===== src/rtl/rn_pkg.sv =====
package rn_pkg;
  typedef enum logic [2:0] {
    ST_RUN       = 3'd0,
    ST_IDLE      = 3'd1,
    ST_SQ_START  = 3'd2,
    ST_SQ        = 3'd3,
    ST_BLOCKED   = 3'd4,
    ST_UNBLOCK   = 3'd5,
    ST_SER_STALL = 3'd6
  } thr_state_e;

  typedef enum logic [1:0] {
    SRC_ROB  = 2'd0,
    SRC_IQ   = 2'd1,
    SRC_LSQ  = 2'd2,
    SRC_NONE = 2'd3
  } full_src_e;
endpackage


===== src/rtl/rn_capacity.sv =====
module rn_capacity
  import rn_pkg::*;
#(
  parameter int WIDTH  = 4,
  parameter int FREE_W = 6,
  parameter int NW     = 6,
  localparam int GW    = $clog2(WIDTH + 1),
  localparam int CW    = ((FREE_W > NW) ? FREE_W : NW) + 1
) (
  input  logic [FREE_W-1:0] rob_free,
  input  logic [FREE_W-1:0] iq_free,
  input  logic [FREE_W-1:0] lsq_free,
  input  logic [FREE_W-1:0] inflight,
  input  logic [NW-1:0]     pending,
  output logic [GW-1:0]     cap,
  output logic              limited,
  output full_src_e         src
);
  logic [FREE_W-1:0] free_a [3];
  logic [CW-1:0]     eff    [3];
  logic [CW-1:0]     min_eff;
  logic [CW-1:0]     want;

  assign free_a[0] = rob_free;
  assign free_a[1] = iq_free;
  assign free_a[2] = lsq_free;

  // room left per structure once in-flight instructions are accounted for
  genvar gi;
  generate
    for (gi = 0; gi < 3; gi++) begin : g_eff
      assign eff[gi] = (free_a[gi] > inflight) ? CW'(free_a[gi] - inflight) : '0;
    end
  endgenerate

  always_comb begin
    min_eff = eff[0];
    for (int i = 1; i < 3; i++) begin
      if (eff[i] < min_eff) min_eff = eff[i];
    end
    want    = (CW'(pending) < CW'(WIDTH)) ? CW'(pending) : CW'(WIDTH);
    cap     = (min_eff < CW'(WIDTH)) ? GW'(min_eff) : GW'(WIDTH);
    limited = (min_eff < want);
    // lowest index wins: reorder buffer, then issue queue, then load/store
    src = SRC_NONE;
    for (int i = 2; i >= 0; i--) begin
      if (eff[i] < want) src = full_src_e'(2'(i));
    end
  end
endmodule


===== src/rtl/rn_inflight.sv =====
module rn_inflight #(
  parameter int FREE_W = 6,
  parameter int GW     = 3
) (
  input  logic              clk,
  input  logic              rst_n,
  input  logic              clr,
  input  logic [GW-1:0]     grant,
  input  logic [GW-1:0]     absorbed,
  output logic [FREE_W-1:0] count
);
  logic [FREE_W-1:0] cnt_q, cnt_d;
  logic              cnt_en;

  always_comb begin
    cnt_en = clr || (grant != '0) || (absorbed != '0);
    cnt_d  = clr ? '0 : (cnt_q + FREE_W'(grant) - FREE_W'(absorbed));
  end

  always_ff @(posedge clk or negedge rst_n) begin
    if (!rst_n)      cnt_q <= '0;
    else if (cnt_en) cnt_q <= cnt_d;
  end

  assign count = cnt_q;

  // back end can never report more than was sent
  p_absorb_bounded_r9: assert property (@(posedge clk) disable iff (!rst_n)
    FREE_W'(absorbed) <= cnt_q);
  // a clear empties the count on the next cycle
  p_clear_empties_r8: assert property (@(posedge clk) disable iff (!rst_n)
    clr |=> (cnt_q == '0));
endmodule


===== src/rtl/rn_full_events.sv =====
module rn_full_events
  import rn_pkg::*;
#(
  parameter int EVW = 8
) (
  input  logic           clk,
  input  logic           rst_n,
  input  logic           fire,
  input  full_src_e      src,
  output logic [EVW-1:0] rob_ev,
  output logic [EVW-1:0] iq_ev,
  output logic [EVW-1:0] lsq_ev
);
  genvar gi;
  generate
    for (gi = 0; gi < 3; gi++) begin : g_ctr
      logic [EVW-1:0] cnt_q;
      logic           hit;
      assign hit = fire && (src == full_src_e'(2'(gi)));
      always_ff @(posedge clk or negedge rst_n) begin
        if (!rst_n)   cnt_q <= '0;
        else if (hit) cnt_q <= cnt_q + 1'b1;
      end
    end
  endgenerate

  assign rob_ev = g_ctr[0].cnt_q;
  assign iq_ev  = g_ctr[1].cnt_q;
  assign lsq_ev = g_ctr[2].cnt_q;

  // a recorded full stall always names a structure
  p_fire_named_r3: assert property (@(posedge clk) disable iff (!rst_n)
    fire |-> (src != SRC_NONE));
endmodule


===== src/rtl/rn_stall_ctrl.sv =====
module rn_stall_ctrl
  import rn_pkg::*;
#(
  parameter int WIDTH      = 4,
  parameter int FREE_W     = 6,
  parameter int SKID_DEPTH = 16,
  parameter int EVW        = 8,
  localparam int GW        = $clog2(WIDTH + 1),
  localparam int KW        = $clog2(SKID_DEPTH + 1),
  localparam int NW        = KW + 1,
  localparam int XW        = FREE_W + 1
) (
  input  logic              clk,
  input  logic              rst_n,
  input  logic [GW-1:0]     dec_cnt,
  input  logic              dec_ser_before,
  input  logic              dec_ser_after,
  input  logic [FREE_W-1:0] rob_free,
  input  logic [FREE_W-1:0] iq_free,
  input  logic [FREE_W-1:0] lsq_free,
  input  logic              rob_empty,
  input  logic [GW-1:0]     absorbed_cnt,
  input  logic              iew_stall,
  input  logic              commit_stall,
  input  logic              squash,
  output logic [2:0]        thread_state,
  output logic [GW-1:0]     grant_cnt,
  output logic              dec_hold,
  output logic              dec_release,
  output logic [GW-1:0]     skid_push_cnt,
  output logic [GW-1:0]     skid_pop_cnt,
  output logic [KW-1:0]     skid_count,
  output logic [FREE_W-1:0] inflight_cnt,
  output logic [1:0]        full_src,
  output logic [EVW-1:0]    rob_full_events,
  output logic [EVW-1:0]    iq_full_events,
  output logic [EVW-1:0]    lsq_full_events
);
  thr_state_e        st_q, st_d;
  logic [KW-1:0]     skid_q, skid_d;
  logic              ser_pend_q, ser_pend_d;
  logic [NW-1:0]     pend, left;
  logic [GW-1:0]     cap, gr, pop, push;
  logic              limited, stall, ser_hit, arrivals, fire;
  full_src_e         cap_src;

  assign pend     = NW'(skid_q) + NW'(dec_cnt);
  assign stall    = iew_stall || commit_stall;
  assign arrivals = (dec_cnt != '0);
  assign ser_hit  = arrivals && (dec_ser_before || ser_pend_q);

  rn_capacity #(.WIDTH(WIDTH), .FREE_W(FREE_W), .NW(NW)) i_cap (
    .rob_free (rob_free),
    .iq_free  (iq_free),
    .lsq_free (lsq_free),
    .inflight (inflight_cnt),
    .pending  (pend),
    .cap      (cap),
    .limited  (limited),
    .src      (cap_src)
  );

  rn_inflight #(.FREE_W(FREE_W), .GW(GW)) i_infl (
    .clk      (clk),
    .rst_n    (rst_n),
    .clr      (squash),
    .grant    (gr),
    .absorbed (absorbed_cnt),
    .count    (inflight_cnt)
  );

  rn_full_events #(.EVW(EVW)) i_ev (
    .clk    (clk),
    .rst_n  (rst_n),
    .fire   (fire),
    .src    (cap_src),
    .rob_ev (rob_full_events),
    .iq_ev  (iq_full_events),
    .lsq_ev (lsq_full_events)
  );

  // next-state process
  always_comb begin
    st_d       = st_q;
    skid_d     = skid_q;
    ser_pend_d = ser_pend_q;
    gr         = '0;
    pop        = '0;
    push       = '0;
    left       = '0;
    dec_hold   = 1'b0;
    dec_release = 1'b0;
    fire       = 1'b0;
    if (squash) begin
      st_d       = ST_SQ_START;
      skid_d     = '0;
      ser_pend_d = 1'b0;
    end else begin
      unique case (st_q)
        ST_SQ_START: st_d = ST_SQ;
        ST_SQ:       st_d = ST_IDLE;
        ST_RUN, ST_IDLE, ST_UNBLOCK: begin
          if (ser_hit) begin
            st_d       = ST_SER_STALL;
            skid_d     = KW'(pend);
            push       = dec_cnt;
            ser_pend_d = dec_ser_after;
          end else if (stall) begin
            st_d       = ST_BLOCKED;
            dec_hold   = 1'b1;
            skid_d     = KW'(pend);
            push       = dec_cnt;
            ser_pend_d = ser_pend_q || (arrivals && dec_ser_after);
          end else begin
            gr         = (NW'(cap) < pend) ? cap : GW'(pend);
            left       = pend - NW'(gr);
            pop        = (NW'(skid_q) < NW'(gr)) ? GW'(skid_q) : gr;
            push       = dec_cnt - (gr - pop);
            skid_d     = KW'(left);
            ser_pend_d = ser_pend_q || (arrivals && dec_ser_after);
            if (left == '0) begin
              st_d        = ((st_q == ST_UNBLOCK) || (pend != '0)) ? ST_RUN : ST_IDLE;
              dec_release = (st_q == ST_UNBLOCK);
            end else if (limited) begin
              st_d     = ST_BLOCKED;
              dec_hold = 1'b1;
              fire     = 1'b1;
            end else begin
              st_d = ST_UNBLOCK;
            end
          end
        end
        ST_BLOCKED: begin
          push       = dec_cnt;
          skid_d     = KW'(pend);
          ser_pend_d = ser_pend_q || (arrivals && (dec_ser_before || dec_ser_after));
          if (!stall && !limited) st_d = ST_UNBLOCK;
        end
        ST_SER_STALL: begin
          push       = dec_cnt;
          ser_pend_d = ser_pend_q || (arrivals && (dec_ser_before || dec_ser_after));
          if (!stall && rob_empty && (inflight_cnt == '0) && (cap != '0)) begin
            gr     = GW'(1);
            pop    = GW'(1);
            skid_d = KW'(pend - NW'(1));
            st_d   = (pend > NW'(1)) ? ST_UNBLOCK : ST_RUN;
          end else begin
            skid_d = KW'(pend);
          end
        end
        default: st_d = ST_IDLE;
      endcase
    end
  end

  // register process
  always_ff @(posedge clk or negedge rst_n) begin
    if (!rst_n) begin
      st_q       <= ST_IDLE;
      skid_q     <= '0;
      ser_pend_q <= 1'b0;
    end else begin
      st_q       <= st_d;
      skid_q     <= skid_d;
      ser_pend_q <= ser_pend_d;
    end
  end

  assign thread_state  = st_q;
  assign grant_cnt     = gr;
  assign skid_push_cnt = push;
  assign skid_pop_cnt  = pop;
  assign skid_count    = skid_q;
  assign full_src      = fire ? cap_src : SRC_NONE;

  // a grant never overruns a structure once in-flight work is counted
  p_grant_fits_r2: assert property (@(posedge clk) disable iff (!rst_n)
    (grant_cnt != '0) |-> ((XW'(rob_free) >= XW'(inflight_cnt) + XW'(grant_cnt)) &&
                           (XW'(iq_free)  >= XW'(inflight_cnt) + XW'(grant_cnt)) &&
                           (XW'(lsq_free) >= XW'(inflight_cnt) + XW'(grant_cnt))));
  p_grant_width_r2: assert property (@(posedge clk) disable iff (!rst_n)
    grant_cnt <= GW'(WIDTH));
  // stall requests from either later stage stop renaming
  p_stall_no_grant_r4: assert property (@(posedge clk) disable iff (!rst_n)
    (iew_stall || commit_stall) |-> (grant_cnt == '0));
  p_hold_enters_blocked_r4: assert property (@(posedge clk) disable iff (!rst_n)
    dec_hold |=> (thread_state == 3'(ST_BLOCKED)));
  // release pulse coincides with the return to Running
  p_release_runs_r5: assert property (@(posedge clk) disable iff (!rst_n)
    dec_release |=> (thread_state == 3'(ST_RUN)));
  p_skid_bound_r5: assert property (@(posedge clk) disable iff (!rst_n)
    skid_count <= KW'(SKID_DEPTH));
  // serialize stall holds while the back end is busy
  p_ser_waits_r6: assert property (@(posedge clk) disable iff (!rst_n)
    ((thread_state == 3'(ST_SER_STALL)) && !(rob_empty && (inflight_cnt == '0)))
      |-> (grant_cnt == '0));
  // squash sequence
  p_squash_start_r8: assert property (@(posedge clk) disable iff (!rst_n)
    squash |=> (thread_state == 3'(ST_SQ_START)));
  p_start_then_sq_r8: assert property (@(posedge clk) disable iff (!rst_n)
    ((thread_state == 3'(ST_SQ_START)) && !squash) |=> (thread_state == 3'(ST_SQ)));
  p_squash_quiet_r8: assert property (@(posedge clk) disable iff (!rst_n)
    ((thread_state == 3'(ST_SQ_START)) || (thread_state == 3'(ST_SQ)))
      |-> ((grant_cnt == '0) && (skid_count == '0)));
endmodule


===== config.mk =====
export PLATFORM = sky130hd
export DESIGN_NAME = rn_stall_ctrl
export DESIGN_NICKNAME = d
export VERILOG_FILES = /design/src/rtl/rn_pkg.sv /design/src/rtl/rn_capacity.sv /design/src/rtl/rn_inflight.sv /design/src/rtl/rn_full_events.sv /design/src/rtl/rn_stall_ctrl.sv
export SDC_FILE = /design/constraint.sdc
export NUM_CORES = 1
export LEC_CHECK = 0
export ABC_AREA = 1
export BUFFER_PORTS_ARGS = -buffer_cell sky130_fd_sc_hd__clkbuf_2
export CORE_ASPECT_RATIO = 0.9
export CORE_UTILIZATION = 40
export CTS_BUF_LIST = sky130_fd_sc_hd__clkbuf_4
export CTS_CLUSTER_SIZE = 14
export DETAILED_ROUTE_END_ITERATION = 6
export GPL_TIMING_DRIVEN = 0
export HOLD_SLACK_MARGIN = 0.12
export PLACE_DENSITY = 0.65
export SLEW_MARGIN = 20
export SYNTH_ARGS = -nofsm -noshare
export SYNTH_HDL_FRONTEND = slang
export SYNTH_SLANG_ARGS = --single-unit

===== constraint.sdc =====
create_clock -name clk -period 9.73 [get_ports clk]
set_clock_uncertainty 0.05 [all_clocks]
set_input_delay 0.4865 -clock clk [delete_from_list [all_inputs] [get_ports clk]]
set_output_delay 0.4865 -clock clk [all_outputs]
set_load 0.03 [all_outputs]

==> reports/results.ini <==
[cts]
clockBufferDepth=2
cts.sinks=39
hold_buffers=0
cts_tree=done
insertion_delay_ps=390
clkTransAtPathRegs_ps=150
cts_buffers=5
clockRootBuffer=clkbuf_4
htreeDepth=2

[route]
wl_per_cell_um=14.3
vias=4773
drtIter0Drc=271
viasPerCell=5.15
route.detailed.drc=0
firstDrtPassIters=5
ant_nets=0
postRouteWirelength_um=13200

[placed_design]
port_buffers=82
gp_congestion=0.930
place_hpwl_um=10700
place_worst_setup_slack_ps=-95.7

[grt]
grt_util_all_layers_pct=21.6
grt_max_degree=40
grt-ovfl-total=0
first_global_vias=4532
grt_pass1_wl_um=21900
antenna_found_initial=0

[synthesis]
ys_types=53
ys_top_cells_by_area=dfrtp_1 (20%), ha_1 (17%), nand2_1 (9.0%), inv_1 (8.0%), nor2_1 (4.9%)
yosysMostFrequentCell=nand2_1
ys.flop_type=dfrtp_1
synth_top_cells_by_count=nand2_1 (117), inv_1 (103), ha_1 (65)
synth_edf_count=0
synth.avg_cell_area_um2=7.28
synth_top_area_cell=dfrtp_1
async_reset_ff_share_pct=100
synth.top_cell.area_share_pct=19.6
postSynthCellCount=667
ys_seq_elements=39
mappedNetlistArea_um2=4850
ys.warnings.count=0
seq_area_frac_synth_pct=20.1

[timing]
finalCriticalPeriod_ps=9180
relSlewSlack_pct=28.4
fmax_ghz=0.109
min_period_over_period_pct=94.4
slew_violations=0
setup_ws_ps=546
hold_viol_final=0
worst_pin_slew_ps=1070
finalSetupViolations=0

[final_layout]
insertedDiodeCount=0
area_growth_pct=18.4
drive_above_1_share_pct=24.4
nNetsFinal=876
nFillCells=1140

[worst_setup_path]
worst_setup_path_start_kind=register
ff2ff_setup_slack_ps=1340
worstPathMaxFanout=10
worst-path-buf-inv=10
cp.required_ps=9190
arrival_ps=8650
critPathKind=reg2out
crit_slowest_cell=a2111oi_1
endpoint_kind=output port
max_stage_delay_ps=940
crit_family=compound AO/OA/AOI/OAI gates

[status]
status=finished clean

[floorplanning]
die_area_um2=12600
rows=37
fp.dieH_um=107
floorplan.initialDensity_pct=41.8
coreArea_um2=11600
die_w_um=118
io_pins=83

[hold_path]
hold_class=in2async

[run]
drv_cap=0

-- through the flow --
| step | utilization, % | cells | TNS (ps) | hold slack (ps) | area (µm²) |
|---|---|---|---|---|---|
| 6_report | 49.4 | 926 | 0 | 173 | 5750 |
| 5_1_grt | 49.4 | 926 | -84.3 | 217 | 5750 |
| 4_1_cts | 47.9 | 916 | 0 | 242 | 5570 |
| 3_5_place_dp | 47.1 | 908 | -95.7 | 421 | 5470 |
| 3_3_place_gp | 47.1 | 908 | 0 | 408 | 5470 |
| 2_1_floorplan | - | 670 | 0 | 141 | 4860 |
-- cell type report --
cell class,instances,area [µm²],area share (%)
flip-flops and latches,39,980,17.1
plain buffers,4,30.0,0.523
inverters,113,428,7.45
well taps,156,195,3.40
clock buffers,5,37.5,0.653
multi-input cells,514,3540,61.6
repair buffers,92,488,8.49
clock inverters,3,46.3,0.806
-- cell families (layout without fill, tap and decap cells) --
group	Yosys count	after routing	share of synthesized area, %
AOI/OAI and AO/OA	110	110	13.7
xor gates and xnor gates	34	34	6.14
adders and majority gates	75	75	20.9
buffers and inverters	117	217	9.36
DFF	39	39	20.1
muxes	1	1	0.232
other	1	4	0.0773
and+or+nand+nor	290	290	29.5
-- layout by cell type (no fill, tap or decap), drive strengths merged, types with 7 or more instances in the layout --
cell and n:
nor2 70, nand4 11, xnor2 15, clkbuf 87, buf 14, dfrtp 38
nor3 11, o21ai 37, fa 10, a211oi 7, a21oi 46, nand2 143
inv 112, nand3 40, ha 65, xor2 19
-- state kept, by name, indices dropped and copies added, names as in the netlist --
| signal | count |
|---|---|
| i_ev.rob_ev | 8 |
| i_infl.count | 6 |
| i_ev.lsq_ev | 8 |
| ser_pend_q | 1 |
| i_ev.iq_ev | 8 |
| skid_count | 5 |
| thread_state | 3 |
-- per-layer routing --
layer  share of wire [%]  wire length (µm)  track usage (%)
met3                 5.1               675             3.06
met5                   0                 0                0
met2                  45              5940             34.5
met4                0.90               119             4.12
met1                  49              6480             31.0
-- what timing repair did --
action | in CTS | in global routing
setup endpoints to repair | 3 | 6
resized for setup | 4 | 26
buffers inserted | 0 | 10
pin swaps | 0 | 7
-- path summary, 6_finish.rpt --
| kind | startpoint | end | depth (start not counted) |
|---|---|---|---|
| worst min register to register | i_ev.rob_ev[7]$_DFFE_PN0P_ | i_ev.rob_ev[7]$_DFFE_PN0P_ | 1 |
| max in group asynchronous | rst_n | i_infl.count[0]$_DFFE_PN0P_ | 1 |
| worst max-delay path | i_infl.count[0]$_DFFE_PN0P_ | dec_release | 43 |
| min in group clk | dec_ser_after | ser_pend_q$_DFFE_PN0P_ | 3 |
| worst max register to register | i_infl.count[0]$_DFFE_PN0P_ | i_ev.iq_ev[7]$_DFFE_PN0P_ | 47 |
| worst min-delay path | rst_n | ser_pend_q$_DFFE_PN0P_ | 1 |
Power is left out: the tool's default activity adds up to more than one toggle a clock period on the data nets, which glitch-free logic cannot reach.
